File: src/rtl/addr_window_decoder.sv
module addr_window_decoder #(
  parameter int NUM_WIN   = 8,
  parameter int ADDR_W    = 32,
  parameter int PAGE_BITS = 16,
  parameter int TGT_W     = 4,
  parameter int ATTR_W    = 8
) (
  input  logic                       clk,
  input  logic                       rst_n,
  input  logic                       reg_wr_en,
  input  logic [$clog2(NUM_WIN)+1:0] reg_addr,
  input  logic [ADDR_W-1:0]          reg_wdata,
  output logic [ADDR_W-1:0]          reg_rdata,
  input  logic [ADDR_W-1:0]          cpu_addr,
  output logic                       dec_hit,
  output logic                       dec_miss,
  output logic [$clog2(NUM_WIN)-1:0] dec_win,
  output logic [TGT_W-1:0]           dec_target,
  output logic [ATTR_W-1:0]          dec_attr,
  output logic [ADDR_W-1:0]          dec_addr
);
  localparam int WIN_W    = $clog2(NUM_WIN);
  localparam int RA_W     = WIN_W + 2;
  localparam int UP_W     = ADDR_W - PAGE_BITS;
  localparam int TGT_LSB  = 4;
  localparam int ATTR_LSB = TGT_LSB + TGT_W;

  logic [NUM_WIN-1:0] en_q;
  logic [TGT_W-1:0]   tgt_q  [NUM_WIN];
  logic [ATTR_W-1:0]  attr_q [NUM_WIN];
  logic [UP_W-1:0]    size_q [NUM_WIN];
  logic [UP_W-1:0]    base_q [NUM_WIN];
  logic [UP_W-1:0]    rlo_q  [NUM_WIN];
  logic [ADDR_W-1:0]  rhi_q  [NUM_WIN];

  logic [UP_W-1:0]    mask   [NUM_WIN];
  logic [ADDR_W-1:0]  xl     [NUM_WIN];
  logic [NUM_WIN-1:0] match;

  wire [WIN_W-1:0] wsel  = reg_addr[RA_W-1:2];
  wire [1:0]       rsel  = reg_addr[1:0];
  wire [UP_W-1:0]  a_up  = cpu_addr[ADDR_W-1:PAGE_BITS];

  function automatic logic [UP_W-1:0] prefix_ones(input logic [UP_W-1:0] s);
    logic run;
    run = 1'b1;
    for (int i = 0; i < UP_W; i++) begin
      run = run & s[i];
      prefix_ones[i] = run;
    end
  endfunction

  for (genvar w = 0; w < NUM_WIN; w++) begin : g_win
    always_ff @(posedge clk or negedge rst_n) begin
      if (!rst_n) begin
        en_q[w]   <= 1'b0;
        tgt_q[w]  <= '0;
        attr_q[w] <= '0;
        size_q[w] <= '0;
        base_q[w] <= '0;
        rlo_q[w]  <= '0;
        rhi_q[w]  <= '0;
      end else if (reg_wr_en && wsel == WIN_W'(w)) begin
        case (rsel)
          2'd0: begin
            en_q[w]   <= reg_wdata[0];
            tgt_q[w]  <= reg_wdata[TGT_LSB +: TGT_W];
            attr_q[w] <= reg_wdata[ATTR_LSB +: ATTR_W];
            size_q[w] <= reg_wdata[ADDR_W-1 -: UP_W];
          end
          2'd1: base_q[w] <= reg_wdata[ADDR_W-1 -: UP_W];
          2'd2: rlo_q[w]  <= reg_wdata[ADDR_W-1 -: UP_W];
          default: rhi_q[w] <= reg_wdata;
        endcase
      end
    end

    assign mask[w]  = prefix_ones(size_q[w]);
    assign match[w] = en_q[w] && (((a_up ^ base_q[w]) & ~mask[w]) == '0);
    assign xl[w]    = {(rlo_q[w] & ~mask[w]) | (a_up & mask[w]),
                       cpu_addr[PAGE_BITS-1:0]};
  end

  always_comb begin
    dec_hit = 1'b0;
    dec_win = '0;
    for (int i = NUM_WIN - 1; i >= 0; i--) begin
      if (match[i]) begin
        dec_hit = 1'b1;
        dec_win = WIN_W'(i);
      end
    end
  end

  assign dec_miss   = ~dec_hit;
  assign dec_target = dec_hit ? tgt_q[dec_win]  : '0;
  assign dec_attr   = dec_hit ? attr_q[dec_win] : '0;
  assign dec_addr   = dec_hit ? xl[dec_win]     : '0;

  always_comb begin
    reg_rdata = '0;
    case (rsel)
      2'd0: begin
        reg_rdata[0]                    = en_q[wsel];
        reg_rdata[TGT_LSB +: TGT_W]     = tgt_q[wsel];
        reg_rdata[ATTR_LSB +: ATTR_W]   = attr_q[wsel];
        reg_rdata[ADDR_W-1 -: UP_W]     = size_q[wsel];
      end
      2'd1: reg_rdata[ADDR_W-1 -: UP_W] = base_q[wsel];
      2'd2: reg_rdata[ADDR_W-1 -: UP_W] = rlo_q[wsel];
      default: reg_rdata = rhi_q[wsel];
    endcase
  end
endmodule


File: config.mk
export PLATFORM = sky130hd
export DESIGN_NAME = addr_window_decoder
export DESIGN_NICKNAME = d
export VERILOG_FILES = /design/src/rtl/addr_window_decoder.sv
export SDC_FILE = /design/constraint.sdc
export NUM_CORES = 1
export LEC_CHECK = 0
export CAP_MARGIN = 5
export CORE_MARGIN = 2
export CORE_UTILIZATION = 34
export CTS_CLUSTER_DIAMETER = 150
export CTS_CLUSTER_SIZE = 40
export DETAILED_ROUTE_END_ITERATION = 6
export DONT_BUFFER_PORTS = 1
export PLACE_DENSITY_LB_ADDON = 0.05
export SYNTH_ARGS = -nofsm -noshare
export SYNTH_HDL_FRONTEND = slang
export SYNTH_SLANG_ARGS = --single-unit
export TNS_END_PERCENT = 100
File: constraint.sdc
create_clock -name clk -period 17.84 [get_ports clk]
set_input_delay 4.46 -clock clk [delete_from_list [all_inputs] [get_ports clk]]
set_output_delay 4.46 -clock clk [all_outputs]
set_load 0.01 [all_outputs]
==> flow_metrics.py, run 1 <==
metrics = {
    "status": {
        "outcome": "complete, no violations",
    },
    "drt": {
        "post-route-drc-count": 0,
        "vias_per_cell": 6.11,
        "drtIter0Drc": 2437,
        "ant_nets": 0,
        "vias": 27781,
        "wire_per_inst_um": 36.8,
        "drt_first_pass_iters": 5,
        "wl_um": 167000,
    },
    "setup_path": {
        "r2r.worst_path.cells": 2,
        "cp-end-kind": "primary output",
        "startpoint": "cpu_addr[20]",
        "reg2reg_from": "mask[0]$_DFFE_PN0P_",
        "critical_path.max_fanout": 40,
        "start_kind": "input pin",
        "arrival_ps": 8870,
        "critPathKind": "input pin to primary output",
        "required_ps": 13380,
    },
    "timing": {
        "slew_violations": 0,
        "setup_viol": 0,
        "maxSlewHeadroom_pct": 6.82,
        "tns_ps": 0,
        "hold_viol": 0,
        "finalCritPeriodShare_pct": 74.7,
        "fmax_ghz": 0.0750,
        "rsz0062_at_grt": "no",
        "fin_skew_ps": 0,
        "min_period_ps": 13330,
        "worst_slew_pin_slew_ps": 1400,
    },
    "cts": {
        "clock_sinks": 744,
        "cts.repair.resized": 0,
        "clk_latency_ps": 680,
        "clkTransAtPathRegs_ps": 140,
        "numCtsBuffers": 24,
        "cts_root_buffer": "clkbuf_16",
        "cts_tree": "yes",
        "clock_path_buffers": 3,
        "hold_buffers": 0,
        "h-tree-depth": 1,
        "post_cts_buffers": 0,
    },
    "pwr": {
        "seq_power_share_pct": 56.3,
        "p_sw_uw": 1360,
        "internal-power_uw": 2820,
        "power.share.switching_pct": 32.5,
        "vdd_drop_max_mv": 0.0731,
        "power.density_mw_per_mm2": 97.2,
        "p_comb_share_pct": 23.3,
        "clockPowerShare_pct": 20.3,
        "leakagePower_uw": 0.0175,
    },
    "cells_and_area": {
        "final_cell_area_mm2": 0.0430,
        "nets": 3012,
        "area_growth_pct": 5.62,
        "num-fill-cells": 11473,
        "drive_gt1_share_pct": 37.5,
    },
    "global_routing": {
        "grt_max_degree": 745,
        "grt_pass1_wl_um": 235000,
        "antenna_found_initial": 1,
        "grt_pass1_vias": 28457,
        "grt_use_total_pct": 27.1,
        "grt-ovfl-total": 0,
    },
    "die": {
        "die_y_um": 350,
        "start_util_pct": 34.4,
        "rows": 126,
        "fp.coreArea_mm2": 0.118,
        "die_x_um": 350,
        "pin_count": 153,
        "dieArea_mm2": 0.122,
    },
    "synthesis": {
        "synth-seq-cells": 744,
        "synth_area_leaders": "dfrtp_1, mux2_2, mux4_2, mux2i_1, xnor2_1",
        "async_flop_share_pct": 100,
        "synth_top_area_share_pct": 45.8,
        "syn_nets": 3201,
        "synth_edf_count": 0,
        "yosys_warnings": 0,
        "syn_avg_cell_area_um2": 13.0,
        "synth_cell_type_count": 78,
        "seq_area_frac_synth_pct": 45.8,
        "syn_inst": 3129,
        "netlist_area_mm2": 0.0407,
        "ys_dominant_reg_cell": "dfrtp_1",
        "synth_top_area_cell": "dfrtp_1",
    },
    "placement": {
        "portBuffers": 0,
        "gp_congestion": 0.924,
        "dpl.hpwl_um": 115000,
        "placed_area_mm2": 0.0422,
    },
    "flow_run": {
        "cap_violations": 0,
    },
    "worst_hold_path": {
        "worstHoldPathType": "flip-flop to flip-flop",
        "holdPathStages": 1,
        "worstHoldStart": "rhi_q[98]$_DFFE_PN0P_",
    },
}
layer usage:
| layer | track usage, % | wire length (um) |
|---|---|---|
| met5 | 0 | 0 |
| met4 | 6.81 | 4990 |
| met1 | 36.0 | 70700 |
| met3 | 4.17 | 9430 |
| met2 | 46.2 | 82300 |
area by class of cell:
| type | instances | area, um2 | area share (%) |
|---|---|---|---|
| clock buffer | 25 | 604 | 1.41 |
| timing repair buffer | 51 | 440 | 1.02 |
| antenna | 1 | 2.50 | 0.00582 |
| tap | 1600 | 2000 | 4.66 |
| multi-input combinational | 2095 | 21100 | 49.1 |
| clock inverter | 8 | 129 | 0.300 |
| sequential | 744 | 18600 | 43.3 |
| inverter | 24 | 90.1 | 0.210 |
worst max-delay path, cell delays in order:
cell	delay (ps)
xnor2_1	190
nand2_1	140
a2111o_1	430
or4_1	770
nand4b_1	260
o211ai_2	160
a21oi_4	610
buf_4	730
mux2i_1	170
a32o_1	230
or4b_1	690
synth_stat cells, types with 10 or more instances:
cell       number
o22a_1         15
a31oi_1        25
nand2b_1       19
o21ai_0        50
nor2_1         89
nor4_1         28
o2111ai_1      17
and4_1         12
mux4_2        212
a22oi_1        22
o211ai_1       11
xnor2_1        97
mux2_2        764
xor2_1         33
inv_1          24
a211oi_1       19
mux2i_1       114
buf_1          57
buf_2          13
and2_1         38
clkbuf_1      191
nand3_1        40
nand2_1       107
and3_1         39
nand4_1        41
o221ai_1       22
dfrtp_1       744
or3_1          18
a21oi_1        69
nor3_1         32
o22ai_1        29
a221oi_1       11
or4_1          10
cells in the final DEF, fill, tap and decap left out, types with 12 or more instances in the layout:
master	netlist	routed
nand3_1	40	39
o21ai_0	50	49
xnor2_1	97	97
clkbuf_16	0	24
buf_4	2	47
o2111ai_1	17	17
nor3_1	32	31
nand2_1	107	98
o22a_1	15	15
a211oi_1	19	19
a22oi_1	22	22
dfrtp_1	744	744
nor4_1	28	27
and3_1	39	38
a21oi_1	69	69
mux2_2	764	764
nand4_1	41	41
and2_1	38	38
xor2_1	33	33
or3_1	18	18
mux4_2	212	212
o221ai_1	22	22
nand2b_1	19	19
o22ai_1	29	29
a31oi_1	25	25
mux2i_1	114	114
nor2_1	89	71
and4_1	12	12
inv_1	24	24
logic make-up after synthesis:
group                  after synthesis  synth area share [%]
flip-flops                         744                  45.8
AO/OA/AOI/OAI                      352                  6.00
AND/OR/NAND/NOR                    523                  6.96
multiplexers                      1090                  35.7
XOR/XNOR                           130                  2.80
buffers and inverters              290                  2.79
per-stage QoR:
step	total power (uW)	std cells	util, %	hold WS, ps	setup slack (ps)
floorplan	2960	3129	-	474	5720
global placement	3290	4510	35.6	482	4600
detailed placement	3320	4511	35.6	489	4550
CTS	4170	4544	36.2	521	4530
global route	4360	4547	36.3	530	4350
finish	4180	4548	36.3	519	4510
final timing paths:
kind                                                 to  slack (ps)
worst max register to register      mask[0]$_DFFE_PN0P_       16620
min in group asynchronous       base_q[108]$_DFFE_PN0P_        3450
max in group asynchronous        base_q[37]$_DFFE_PN0P_       11830
worst min register to register    rhi_q[98]$_DFFE_PN0P_         520
worst max-delay path                       dec_addr[20]        4510
worst min-delay path              rhi_q[98]$_DFFE_PN0P_         520
power by group through the flow:
stage | clock network [uW] | logic (uW) | registers [uW]
2_1_floorplan | 0 | 746 | 2220
3_3_place_gp | 0 | 929 | 2360
3_5_place_dp | 0 | 945 | 2380
4_1_cts | 884 | 950 | 2340
5_1_grt | 938 | 1040 | 2390
6_report | 850 | 975 | 2350
registers in the layout, indices dropped and copies added, names as in the netlist:
name and count:
size_q 120, attr_q 64, en_q 8, rlo_q 128, tgt_q 32, mask 8
rhi_q 256, base_q 128
(Power assumes the default switching activity.)
==> run 2: changes to the inputs <==
ABC_AREA = 1   (was default)
clock period = 13.74 ns   (was 17.84 ns; I/O delays follow)
==> run 2 against run 1 <==
Net effect: the flow now finishes with violations (slew limit); via count is 23% higher; power is 22% higher; hold slack worse by 17 ps; setup slack worse by 2600 ps; cell count is 33% higher; sequential share of layout area is 3.3 points higher; die area is 5.8% lower; sequential power is 25% higher; critical path depth is 6 higher; area after synthesis is 5.9% lower; global-route usage is 1.4 points higher; largest power group unchanged; largest cell class is now sequential cells; flip-flop and latch count stayed put.
==> flow_metrics.py, run 2 <==
metrics = {
    "timing": {
        "maxSlewHeadroom_pct": -147,
        "rsz0062_at_grt": "no",
        "fmax_ghz": 0.0847,
        "setup_viol": 0,
        "fin_skew_ps": 0,
        "min_period_ps": 11800,
        "worst_slack_ps": 1940,
        "worst_slew_pin_slew_ps": 3700,
        "tns_ps": 0,
        "finalCritPeriodShare_pct": 85.9,
        "hold_viol": 0,
        "slew_violations": 562,
    },
    "setup_path": {
        "reg2reg_slack_ps": 12860,
        "r2r.worst_path.cells": 2,
        "endpoint": "dec_attr[1]",
        "critical_path.max_fanout": 75,
        "cp-end-kind": "primary output",
        "startpoint": "cpu_addr[16]",
        "start_kind": "input pin",
        "reg2reg_to": "mask[16]$_DFFE_PN0P_",
        "critPathKind": "input pin to primary output",
        "required_ps": 10300,
        "reg2reg_from": "mask[16]$_DFFE_PN0P_",
        "arrival_ps": 8370,
    },
    "die": {
        "fp.coreArea_mm2": 0.112,
        "start_util_pct": 34.2,
        "rows": 123,
        "dieArea_mm2": 0.115,
        "die_y_um": 340,
        "die_x_um": 340,
        "pin_count": 153,
    },
    "global_routing": {
        "grt_use_total_pct": 28.5,
        "grt_pass1_vias": 31972,
        "grt-ovfl-total": 0,
        "grt_max_degree": 745,
        "antenna_found_initial": 9,
        "grt_pass1_wl_um": 244000,
    },
    "synthesis": {
        "syn_inst": 4835,
        "seq_area_frac_synth_pct": 48.6,
        "synth_top_area_share_pct": 48.6,
        "synth-seq-cells": 744,
        "synth_commonest_cells": "nand2_1, o21ai_0, dfrtp_1",
        "netlist_area_mm2": 0.0383,
        "syn_avg_cell_area_um2": 7.92,
        "syn_nets": 4907,
        "synth_top_area_cell": "dfrtp_1",
        "synth_cell_type_count": 49,
        "yosysMostFrequentCell": "nand2_1",
        "yosys_warnings": 0,
        "synth_edf_count": 0,
        "synth_area_leaders": "dfrtp_1, nand2_1, o21ai_0, nand3_1, a22oi_1",
        "async_flop_share_pct": 100,
        "ys_dominant_reg_cell": "dfrtp_1",
    },
    "cells_and_area": {
        "top_register": "rhi_q",
        "layout_common_cells": "nand2_1, o21ai_0, dfrtp_1",
        "nets": 4609,
        "area_growth_pct": 4.34,
        "num-fill-cells": 11945,
        "final_common_cell": "nand2_1",
        "drive_gt1_share_pct": 4.84,
        "reg_top3": "rhi_q (256), base_q (128), rlo_q (128)",
        "largest_reg_flops": 256,
    },
    "status": {
        "failed_checks": "slew limit",
        "outcome": "complete, but fails checks",
    },
    "drt": {
        "drt_first_pass_iters": 6,
        "post-route-drc-count": 0,
        "wl_met3_um": 12000,
        "drtIter0Drc": 4467,
        "wl_um": 167000,
        "vias_per_cell": 5.67,
        "wl_met2_um": 73000,
        "ant_nets": 0,
        "wire_per_inst_um": 27.7,
        "wl_met1_um": 78400,
        "top_layer": "met5",
        "vias": 34291,
    },
    "pwr": {
        "vdd_drop_max_mv": 0.0755,
        "leakagePower_uw": 0.0174,
        "power.density_mw_per_mm2": 127,
    },
    "cts": {
        "numCtsBuffers": 24,
        "hold_buffers": 0,
        "clock_sinks": 744,
        "cts.repair.resized": 0,
        "cts_root_buffer": "clkbuf_16",
        "cts_tree": "yes",
        "post_cts_buffers": 0,
        "clkTransAtPathRegs_ps": 150,
        "h-tree-depth": 1,
        "clk_latency_ps": 680,
        "clock_path_buffers": 3,
    },
    "placement": {
        "gp_congestion": 0.879,
        "dp_slack_ps": 2140,
        "portBuffers": 0,
        "dpl.hpwl_um": 104000,
    },
    "flow_run": {
        "cap_violations": 0,
    },
    "worst_hold_path": {
        "holdPathStages": 2,
        "worstHoldStart": "rhi_q[5]$_DFFE_PN0P_",
        "worstHoldPathType": "flip-flop to flip-flop",
    },
}
## run 2: layout make-up
class | count | area [um2] | share of cell area (%)
Antenna cell | 1 | 2.50 | 0.00626
Clock buffer | 24 | 601 | 1.50
Inverter | 202 | 769 | 1.93
Sequential cell | 744 | 18600 | 46.6
Multi-Input combinational cell | 3498 | 17400 | 43.4
Tap cell | 1500 | 1880 | 4.70
Clock inverter | 11 | 186 | 0.467
Timing Repair Buffer | 67 | 553 | 1.38
## run 2: worst min-delay path by stage
stage,slack (ps),end
2_1_floorplan,450,base_q[0]$_DFFE_PN0P_
3_3_place_gp,470,rhi_q[81]$_DFFE_PN0P_
3_5_place_dp,470,rlo_q[50]$_DFFE_PN0P_
4_1_cts,510,rhi_q[64]$_DFFE_PN0P_
5_1_grt,520,rhi_q[108]$_DFFE_PN0P_
6_report,500,rhi_q[5]$_DFFE_PN0P_
## run 2: routing by layer
layer,up-vias,GRT usage (%)
met5,-,0
met4,8,6.33
met3,170,3.99
met2,1326,43.0
met1,17056,43.0
li1,15731,-
## run 2: power breakdown
part	leakage, uW	switching, uW	internal (uW)
Sequential	0.00965	350	2590
Combinational	0.00740	619	363
Clock	0.000383	777	376
## run 2: critical path: stages
cell      delay, ps
inv_1           260
a21oi_1         120
o21ai_0         100
nand4_1         230
a211oi_1        570
nand4_1         370
nor2_1          190
nand3_1         190
nor3_1          370
nand4_2         220
nand2_4         480
nand2_4         630
buf_4           520
nand2_1          80
nand3_1          60
nand3_1         140
nand2_1         170
## run 2: cell families (layout without fill, tap and decap cells)
family	after synthesis	count (layout)	share of synthesized area (%)
xor gates and xnor gates	89	89	2.04
AOI/OAI and AO/OA	1319	1319	19.6
and+or+nand+nor	2090	2090	23.4
buffers and inverters	593	304	6.34
DFF	744	744	48.6
other	0	1	0
## run 2: per-stage QoR
stage	hold slack (ps)	cells	area (um2)	utilization [%]	total power [uW]
floorplan	453	4835	38300	-	3570
global placement	466	6011	39200	35.0	3940
detailed placement	473	6011	39200	35.0	3950
CTS	507	6046	40000	35.7	5100
global route	521	6046	40000	35.7	5370
finish	502	6047	40000	35.7	5080
